$ cat src/rtl/ipi_pkg.sv
package ipi_pkg;

  localparam int KIND_LSB = 16;
  localparam int KIND_W   = 2;
  localparam int CPU_LSB  = 8;
  localparam int VEC_LSB  = 0;

  typedef enum logic [KIND_W-1:0] {
    KIND_POST   = 2'd0,
    KIND_START  = 2'd1,
    KIND_HALT   = 2'd2,
    KIND_RESUME = 2'd3
  } cmdKind_e;

  typedef struct packed {
    logic post;
    logic start;
    logic halt;
    logic resume;
    logic badStart;
  } ctrlStrobe_t;

endpackage

$ cat src/rtl/ipi_ctrl.sv
module ipi_ctrl
  import ipi_pkg::*;
#(
  parameter int             NUM_CPUS = 8,
  parameter int             CPU_W    = 5,
  parameter int             VEC_W    = 6,
  parameter int             WR_W     = 18,
  parameter logic [VEC_W-1:0] POR_CODE = 6'h01
) (
  input  logic              wrEn,
  input  logic [WR_W-1:0]   wrData,
  output ctrlStrobe_t       ctrl,
  output logic [CPU_W-1:0]  tgtCpu,
  output logic [VEC_W-1:0]  tgtVec
);

  localparam logic [CPU_W:0] CPU_LIMIT = (CPU_W+1)'(NUM_CPUS);

  cmdKind_e kind;
  logic     inRange;

  assign kind    = cmdKind_e'(wrData[KIND_LSB +: KIND_W]);
  assign tgtCpu  = wrData[CPU_LSB +: CPU_W];
  assign tgtVec  = wrData[VEC_LSB +: VEC_W];
  assign inRange = {1'b0, tgtCpu} < CPU_LIMIT;

  always_comb begin
    ctrl = '0;
    if (wrEn && inRange) begin
      unique case (kind)
        KIND_POST:   ctrl.post = 1'b1;
        KIND_START: begin
          if (tgtVec == POR_CODE) ctrl.start    = 1'b1;
          else                    ctrl.badStart = 1'b1;
        end
        KIND_HALT:   ctrl.halt   = 1'b1;
        KIND_RESUME: ctrl.resume = 1'b1;
        default:     ctrl = '0;
      endcase
    end
  end

endmodule

$ cat src/rtl/ipi_datapath.sv
module ipi_datapath
  import ipi_pkg::*;
#(
  parameter int NUM_CPUS = 8,
  parameter int CPU_W    = 5,
  parameter int VEC_W    = 6
) (
  input  logic                clk,
  input  logic                rstN,
  input  ctrlStrobe_t         ctrl,
  input  logic [CPU_W-1:0]    tgtCpu,
  input  logic [VEC_W-1:0]    tgtVec,
  output logic                postPulse,
  output logic                startPulse,
  output logic                haltPulse,
  output logic                resumePulse,
  output logic [CPU_W-1:0]    cmdCpu,
  output logic [VEC_W-1:0]    cmdVector,
  output logic [NUM_CPUS-1:0] runMask,
  output logic                startErr
);

  logic accepted;
  assign accepted = ctrl.post | ctrl.start | ctrl.halt | ctrl.resume;

  always_ff @(posedge clk) begin
    if (!rstN) begin
      postPulse   <= 1'b0;
      startPulse  <= 1'b0;
      haltPulse   <= 1'b0;
      resumePulse <= 1'b0;
    end else begin
      postPulse   <= ctrl.post;
      startPulse  <= ctrl.start;
      haltPulse   <= ctrl.halt;
      resumePulse <= ctrl.resume;
    end
  end

  always_ff @(posedge clk) begin
    if (!rstN) begin
      cmdCpu    <= '0;
      cmdVector <= '0;
    end else if (accepted) begin
      cmdCpu    <= tgtCpu;
      cmdVector <= tgtVec;
    end
  end

  for (genvar g = 0; g < NUM_CPUS; g++) begin : g_run
    logic hit;
    assign hit = (tgtCpu == CPU_W'(g));
    always_ff @(posedge clk) begin
      if (!rstN)                                runMask[g] <= 1'b1;
      else if (hit && (ctrl.start || ctrl.resume)) runMask[g] <= 1'b1;
      else if (hit && ctrl.halt)                runMask[g] <= 1'b0;
    end
  end

  always_ff @(posedge clk) begin
    if (!rstN)              startErr <= 1'b0;
    else if (ctrl.badStart) startErr <= 1'b1;
  end

  logic tgtRun;
  assign tgtRun = runMask[cmdCpu[$clog2(NUM_CPUS > 1 ? NUM_CPUS : 2)-1:0]];

  AST_ONE_PULSE: assert property (@(posedge clk) disable iff (!rstN)
    $onehot0({postPulse, startPulse, haltPulse, resumePulse}));
  AST_HALT_CLEARS: assert property (@(posedge clk) disable iff (!rstN)
    haltPulse |-> !tgtRun);
  AST_START_SETS: assert property (@(posedge clk) disable iff (!rstN)
    startPulse |-> tgtRun);
  AST_RESUME_SETS: assert property (@(posedge clk) disable iff (!rstN)
    resumePulse |-> tgtRun);
  AST_POST_KEEPS_RUN: assert property (@(posedge clk) disable iff (!rstN)
    postPulse |-> runMask == $past(runMask));
  AST_ERR_STICKY: assert property (@(posedge clk) disable iff (!rstN)
    startErr |=> startErr);

endmodule

$ cat src/rtl/ipi_dispatch.sv
module ipi_dispatch
  import ipi_pkg::*;
#(
  parameter int               NUM_CPUS = 8,
  parameter int               CPU_W    = 5,
  parameter int               VEC_W    = 6,
  parameter int               WR_W     = 18,
  parameter logic [VEC_W-1:0] POR_CODE = 6'h01
) (
  input  logic                clk,
  input  logic                rstN,
  input  logic                wrEn,
  input  logic [WR_W-1:0]     wrData,
  output logic                postPulse,
  output logic                startPulse,
  output logic                haltPulse,
  output logic                resumePulse,
  output logic [CPU_W-1:0]    cmdCpu,
  output logic [VEC_W-1:0]    cmdVector,
  output logic [NUM_CPUS-1:0] runMask,
  output logic                startErr
);

  ctrlStrobe_t      ctrl;
  logic [CPU_W-1:0] tgtCpu;
  logic [VEC_W-1:0] tgtVec;

  ipi_ctrl #(
    .NUM_CPUS(NUM_CPUS), .CPU_W(CPU_W), .VEC_W(VEC_W),
    .WR_W(WR_W), .POR_CODE(POR_CODE)
  ) u_ctrl (
    .wrEn(wrEn), .wrData(wrData), .ctrl(ctrl),
    .tgtCpu(tgtCpu), .tgtVec(tgtVec)
  );

  ipi_datapath #(
    .NUM_CPUS(NUM_CPUS), .CPU_W(CPU_W), .VEC_W(VEC_W)
  ) u_dp (
    .clk(clk), .rstN(rstN), .ctrl(ctrl), .tgtCpu(tgtCpu), .tgtVec(tgtVec),
    .postPulse(postPulse), .startPulse(startPulse), .haltPulse(haltPulse),
    .resumePulse(resumePulse), .cmdCpu(cmdCpu), .cmdVector(cmdVector),
    .runMask(runMask), .startErr(startErr)
  );

  logic wrOut;
  logic wrBadStart;
  assign wrOut = wrEn &&
    ({1'b0, wrData[CPU_LSB +: CPU_W]} >= (CPU_W+1)'(NUM_CPUS));
  assign wrBadStart = wrEn && !wrOut &&
    (wrData[KIND_LSB +: KIND_W] == KIND_START) &&
    (wrData[VEC_LSB +: VEC_W] != POR_CODE);

  AST_OUT_OF_RANGE: assert property (@(posedge clk) disable iff (!rstN)
    wrOut |=> !(postPulse || startPulse || haltPulse || resumePulse)
              && $stable(runMask) && $stable(startErr));
  AST_BAD_START: assert property (@(posedge clk) disable iff (!rstN)
    wrBadStart |=> startErr && !startPulse && $stable(runMask));

endmodule

$ cat config.mk
export PLATFORM = sky130hd
export DESIGN_NAME = ipi_dispatch
export DESIGN_NICKNAME = d
export VERILOG_FILES = /design/src/rtl/ipi_pkg.sv /design/src/rtl/ipi_ctrl.sv /design/src/rtl/ipi_datapath.sv /design/src/rtl/ipi_dispatch.sv
export SDC_FILE = /design/constraint.sdc
export NUM_CORES = 1
export LEC_CHECK = 0
export BUFFER_PORTS_ARGS = -buffer_cell sky130_fd_sc_hd__buf_4
export CORE_MARGIN = 5
export CORE_UTILIZATION = 44
export CTS_BUF_LIST = sky130_fd_sc_hd__clkbuf_2 sky130_fd_sc_hd__clkbuf_4 sky130_fd_sc_hd__clkbuf_8
export DETAILED_ROUTE_END_ITERATION = 8
export PLACE_DENSITY = 0.78
export SETUP_SLACK_MARGIN = 0.02
export SKIP_CTS_REPAIR_TIMING = 1
export SYNTH_ARGS = -nofsm -noshare
export SYNTH_HDL_FRONTEND = slang
export SYNTH_HIERARCHICAL = 1
export SYNTH_SLANG_ARGS = --single-unit
export TNS_END_PERCENT = 10
$ cat constraint.sdc
create_clock -name clk -period 1.4 [get_ports clk]
set_input_delay 0.07 -clock clk [delete_from_list [all_inputs] [get_ports clk]]
set_output_delay 0.07 -clock clk [all_outputs]
set_load 0.05 [all_outputs]
==> results of run 1 <==
[where the power goes]
part           leakage, nW  internal [mW]  switching (mW)
registers            0.194          0.695         0.00560
clock network       0.0210          0.159           0.204
logic                0.413         0.0859           0.113
total                0.629          0.940           0.323
[state kept, by name (all words and copies together) (netlist names)]
signal            cells
u_dp/startErr         1
u_dp/startPulse       1
u_dp/cmdVector        6
u_dp/postPulse        1
u_dp/runMask          8
u_dp/haltPulse        1
u_dp/resumePulse      1
u_dp/cmdCpu           5
[area by class of cell]
cell class              count  area (sq um)
clock buffers               4          36.3
fillers                   190           793
inverters                   1          3.75
multi-input cells          76           488
flip-flops and latches     24           480
well taps                  28          35.0
repair buffers             55           418
[metal layers]
metal | track usage (%) | vias up
met4 | 4.53 | 0
met1 | 18.6 | 474
met2 | 24.8 | 48
met5 | 0 | -
met3 | 3.95 | 2
li1 | - | 490
[placed cells by master (no fill, tap or decap)]
master / n
nand2b_1: 3
or4_2: 1
nor2_1: 2
or4_1: 1
buf_4: 51
o211a_1: 1
clkbuf_8: 1
a21boi_1: 11
nor4_4: 1
and3_1: 2
o311ai_1: 4
nor3b_1: 1
o21ai_2: 1
nand4bb_1: 1
and2_1: 4
inv_1: 1
or4_4: 1
or2_1: 1
o21ai_1: 4
nor4_1: 1
clkbuf_4: 3
buf_2: 1
dfxtp_1: 24
nand2_1: 23
o21ai_0: 4
o211ai_1: 5
nor4b_1: 1
dlygate4sd3_1: 3
or4b_4: 2
o21a_1: 1
[cell families (layout without fill, tap and decap cells)]
logic type	Yosys count	count (layout)	synth area share (%)
compound gates	31	31	20.7
flops	24	24	45.6
buf+inv	16	60	10.5
simple gates	44	45	23.3
[through the flow]
step / cells / hold WS [ns] / instance area (sq um)
2_1_floorplan: 115 / 0.223 / 1070
3_3_place_gp: 176 / 0.336 / 1360
3_5_place_dp: 176 / 0.335 / 1360
4_1_cts: 180 / -0.0108 / 1390
5_1_grt: 188 / 0.00129 / 1460
6_report: 188 / -0.00313 / 1460
[critical path, cell delays in order]
cell      delay [ns]
buf_4           0.12
or4b_4          0.55
nor4_4          0.36
buf_4           0.19
nor4_1          0.05
buf_4           0.18
nand2_1         0.07
a21boi_1        0.06
[how the worst max path moves through the flow]
| stage | start | to | slack (ns) | depth (start not counted) |
|---|---|---|---|---|
| after global routing | wrData[11] | u_dp/cmdVector[1]$_SDFFE_PN0P_ | -0.07 | 8 |
| after CTS | wrData[11] | u_dp/runMask[3]$_SDFFE_PP1P_ | 0.04 | 5 |
| after global placement | wrData[11] | u_dp/runMask[3]$_SDFFE_PP1P_ | -0.18 | 5 |
| final | wrData[11] | u_dp/cmdCpu[2]$_SDFFE_PN0P_ | -0.03 | 8 |
| after floorplan | wrData[11] | u_dp/runMask[0]$_SDFFE_PP1P_ | 0.003 | 4 |
| after detailed placement | wrData[11] | u_dp/runMask[3]$_SDFFE_PP1P_ | -0.27 | 5 |
==> flow_summary.toml, run 1 <==
[sta]
setup_tns_ns = -0.246
fin_ws_ns = -0.0304
period_share_pct = 102
setup_viol = 12
whs_ns = -0.00313
maxSlewViolCount = 0
finalHoldViolations = 1
min_period_ns = 1.43
worst_pin_slew_ns = 0.367
max_slew_margin_pct = 75.4
skew_ns = 0
fmax_mhz = 699
rsz0062_at_grt = "yes"

[drt]
route.met3.wl_microns = 203
routed.top_layer = "met4"
wl_met1_microns = 1110
vias = 1014
drtIter0Drc = 30
avgViaCountPerCell = 5.39
ant_nets = 0
wl_per_cell_microns = 14.1
drc = 0
dr_wl_met2_microns = 1320
drt_first_pass_iters = 6
wl_microns = 2650

[clock_network]
cts.clk_slew.worst_paths_ns = 0.13
root_buffer = "clkbuf_4"
cts_buffers = 3
cts_buffer_depth = 2
cts_tree = "yes"
clock-sinks = 24
clock_latency_ns = 0.31
cts_max_level = 1

[setup_path]
crit_fanout = 6
ff2ff_setup_slack_ns = 0.77
start_kind = "input pin"
rr_startpoint = "u_dp/runMask[0]$_SDFFE_PP1P_"
r2r_cells = 2
crit_required_ns = 1.62
timing.rr.end = "u_dp/runMask[0]$_SDFFE_PP1P_"
critPathCaptureType = "flop"
crit_type = "in -> reg"
cp.arrival_ns = 1.65

[layout]
diodes = 0
syn2layout_area_growth_pct = 38.7
post-route-util_pct = 64.8
final_nets = 182
drive_above_1_share_pct = 38.8

[floorplan]
rows = 17
die_x_microns = 58.9
die-area_sq_mm = 0.00347
core-area_sq_mm = 0.00225
die_y_microns = 58.9
start_util_pct = 46.7
ios = 45

[global_route]
grt_first_pass_wirelength_microns = 4080
grt_pass1_vias = 921
antenna_found_initial = 0
globalRouteOverflowTotal = 0
grt_use_total_pct = 14.9
grt_max_degree = 25

[logic_synthesis]
ys_ff_latch = 24
synth_flop_cell = "dfxtp_1"
syn_area_sq_mm = 0.00105
yosys_warnings = 6
synth_common_cells = "dfxtp_1, nand2_1, a21boi_1, buf_4"
ys_seq_area_share_pct = 45.6
synthArstFlopShare_pct = 0
synthCells = 115
synth_edf_count = 0
yosysTopAreaCellShare_pct = 45.6
syn_avg_cell_area_sq_um = 9.16
synthTopCellsByArea = "dfxtp_1, nand2_1, a21boi_1"
syn_nets = 136
yosysUniqueCellTypes = 28
yosysMostFrequentCell = "dfxtp_1"
yosysTopAreaCell = "dfxtp_1"

[place]
io_buffers = 39
gp_congestion = 0.812
place_ws_ns = -0.271
dp_hpwl_microns = 1890

[power_and_ir_drop]
leakage_nw = 0.629
peakVddDrop_uv = 560
p_per_area_mw_per_mm2 = 864
power.total_mw = 1.26

[outcome]
status = "complete, but fails checks"
violations = "negative hold slack, negative setup slack"

[hold_path]
holdCritStartpoint = "wrData[1]"
min_path_type = "in -> reg"
min_to = "u_dp/cmdVector[1]$_SDFFE_PN0P_"
whs_path_depth = 3

[job]
drv_cap = 0
Note: power is estimated with default switching activity, not from simulation.
==> run 2: changes to the inputs <==
--- a/config.mk
+++ b/config.mk
@@ -6,12 +6,13 @@
 export NUM_CORES = 1
 export LEC_CHECK = 0
 export BUFFER_PORTS_ARGS = -buffer_cell sky130_fd_sc_hd__buf_4
+export CELL_PAD_IN_SITES_DETAIL_PLACEMENT = 1
+export CELL_PAD_IN_SITES_GLOBAL_PLACEMENT = 2
 export CORE_MARGIN = 5
-export CORE_UTILIZATION = 44
+export CORE_UTILIZATION = 25
 export CTS_BUF_LIST = sky130_fd_sc_hd__clkbuf_2 sky130_fd_sc_hd__clkbuf_4 sky130_fd_sc_hd__clkbuf_8
 export DETAILED_ROUTE_END_ITERATION = 8
-export PLACE_DENSITY = 0.78
-export SETUP_SLACK_MARGIN = 0.02
+export PLACE_DENSITY_LB_ADDON = 0.1
 export SKIP_CTS_REPAIR_TIMING = 1
 export SYNTH_ARGS = -nofsm -noshare
 export SYNTH_HDL_FRONTEND = slang
==> run 2 against run 1 <==
  * The flow now finishes without violations
  * Largest power group unchanged
  * Die area rose by 62%
  * Sequential cell count did not move
  * Critical path type unchanged
  * Wire length up 21%
  * Non-clock buffer count decreased by 7
  * Worst hold slack gained 0.061 ns
  * Final area up 4.5%
  * Total power up 20%
==> flow_summary.toml, run 2 (synthesis gave the netlist of run 1 again) <==
[outcome]
status = "completed"

[layout]
top_regs = "u_dp/runMask (8), u_dp/cmdVector (6), u_dp/cmdCpu (5)"
regMostFlops = "u_dp/runMask"
n_fill_cell = 476
drive_above_1_share_pct = 42.9
stdcell_count = 204
syn2layout_area_growth_pct = 45.0
largest_register_ffs = 8
final_cell_area_sq_mm = 0.00153
final_cell_mix = "buf_4, dfxtp_1, nand2_1"
diodes = 0
final_nets = 176
final_common_cell = "buf_4"

[hold_path]
min_path_type = "in -> reg"
whs_path_depth = 3
min_to = "u_dp/cmdVector[5]$_SDFFE_PN0P_"
holdCritStartpoint = "wrData[5]"

[floorplan]
core-area_sq_mm = 0.00403
die_x_microns = 74.9
start_util_pct = 26.1
ios = 45
rows = 23
die_y_microns = 74.9
die-area_sq_mm = 0.00561

[setup_path]
ff2ff_setup_slack_ns = 0.76
crit_fanout = 5
timing.rr.end = "u_dp/cmdCpu[2]$_SDFFE_PN0P_"
crit_type = "in -> reg"
critPathCaptureType = "flop"
rr_startpoint = "u_dp/cmdCpu[2]$_SDFFE_PN0P_"
start_kind = "input pin"
crit_path_cell_trace = "buf_6 -> or4_4 -> nor4_4 -> o211ai_1 -> o211ai_1"
r2r_cells = 2
crit_required_ns = 1.59
critPathMostFrequentCell = "o211ai_1"
crit_slowest_cell = "or4_4"
cp.arrival_ns = 1.59
critPathMaxStageDelay_ns = 0.56
cp-startpoint = "wrData[4]"

[clock_network]
cts_buffer_depth = 2
cts_buffers = 3
clock_latency_ns = 0.27
cts.clk_slew.worst_paths_ns = 0.09
cts_max_level = 1
clock-sinks = 24
cts_tree = "yes"
root_buffer = "clkbuf_8"

[place]
io_buffers = 39
dp_hpwl_microns = 2190
postPlaceCellArea_sq_mm = 0.00137
dp.cells = 196
gp_congestion = 0.775

[sta]
rsz0062_at_grt = "yes"
fmax_mhz = 717
worst_pin_slew_ns = 0.662
skew_ns = 0
setup_viol = 0
min_period_ns = 1.39
max_slew_margin_pct = 55.5
period_share_pct = 99.6
maxSlewViolCount = 0
finalHoldViolations = 0

[power_and_ir_drop]
p_per_area_mw_per_mm2 = 995
peakVddDrop_uv = 526
leakage_nw = 0.627
power.total_mw = 1.52

[global_route]
grt_first_pass_wirelength_microns = 4540
antenna_found_initial = 0
grt_pass1_vias = 917
grt_use_total_pct = 10.8
grt_max_degree = 25
globalRouteOverflowTotal = 0

[drt]
drt_first_pass_iters = 4
wl_per_cell_microns = 15.7
ant_nets = 0
drtIter0Drc = 37
vias = 971
avgViaCountPerCell = 4.76
wl_microns = 3200
drc = 0

[job]
drv_cap = 0
==> run 2: changes by cell type in the layout (fill, tap and decap cells not counted), sizes merged <==
cell / before / now
buf: 52 / 48
dlygate4sd3: 3 / 0
bufinv: 0 / 1
clkbuf: 4 / 3
nor4: 2 / 3
==> run 2: how the worst max path moves through the flow <==
| stage | to | slack, ns |
|---|---|---|
| 4_1_cts | u_dp/cmdCpu[2]$_SDFFE_PN0P_ | -0.07 |
| 3_5_place_dp | u_dp/cmdCpu[2]$_SDFFE_PN0P_ | -0.36 |
| 3_3_place_gp | u_dp/runMask[1]$_SDFFE_PP1P_ | -0.31 |
| 6_report | u_dp/runMask[4]$_SDFFE_PP1P_ | 0.006 |
| 2_1_floorplan | u_dp/cmdCpu[2]$_SDFFE_PN0P_ | -0.01 |
| 5_1_grt | u_dp/runMask[4]$_SDFFE_PP1P_ | -0.05 |
==> run 2: power by group <==
group | internal (mW) | switching [mW] | leakage (nW)
clock | 0.382 | 0.233 | 0.0357
combinational | 0.0847 | 0.119 | 0.397
sequential | 0.694 | 0.00622 | 0.194
total | 1.16 | 0.358 | 0.627
==> run 2: critical path, delay by kind of cell <==
kind / cells / cell delay (ns)
AOI/OAI and AO/OA: 2 / 0.49
and+or+nand+nor: 2 / 0.93
buffers and inverters: 1 / 0.09
==> run 2: stage by stage <==
stage	hold slack (ns)	utilization (%)	worst slack, ns	TNS (ns)
global placement	0.333	34.1	-0.315	-5.47
CTS	0.0454	35.9	-0.0656	-0.693
detailed placement	0.340	34.1	-0.355	-6.10
finish	0.0576	37.9	0.00552	0
global route	0.0469	37.9	-0.0531	-0.399
floorplan	0.223	-	-0.0136	-0.125
==> run 2: final cells by class <==
| class | instances | area, sq um | area share (%) |
|---|---|---|---|
| timing repair buffer | 48 | 368 | 24.1 |
| clock inverter | 1 | 30.0 | 1.97 |
| sequential | 24 | 480 | 31.4 |
| tap | 50 | 62.6 | 4.09 |
| inverter | 1 | 3.75 | 0.246 |
| multi-input combinational | 77 | 542 | 35.5 |
| clock buffer | 3 | 41.3 | 2.70 |
==> run 2: routing by layer <==
layer  track usage (%)  share of wire, %  wire (microns)
met5                 0                 0               0
met1              14.3                46            1480
met3              2.80               5.3             169
met2              17.0                48            1530
met4              3.56              0.66              21
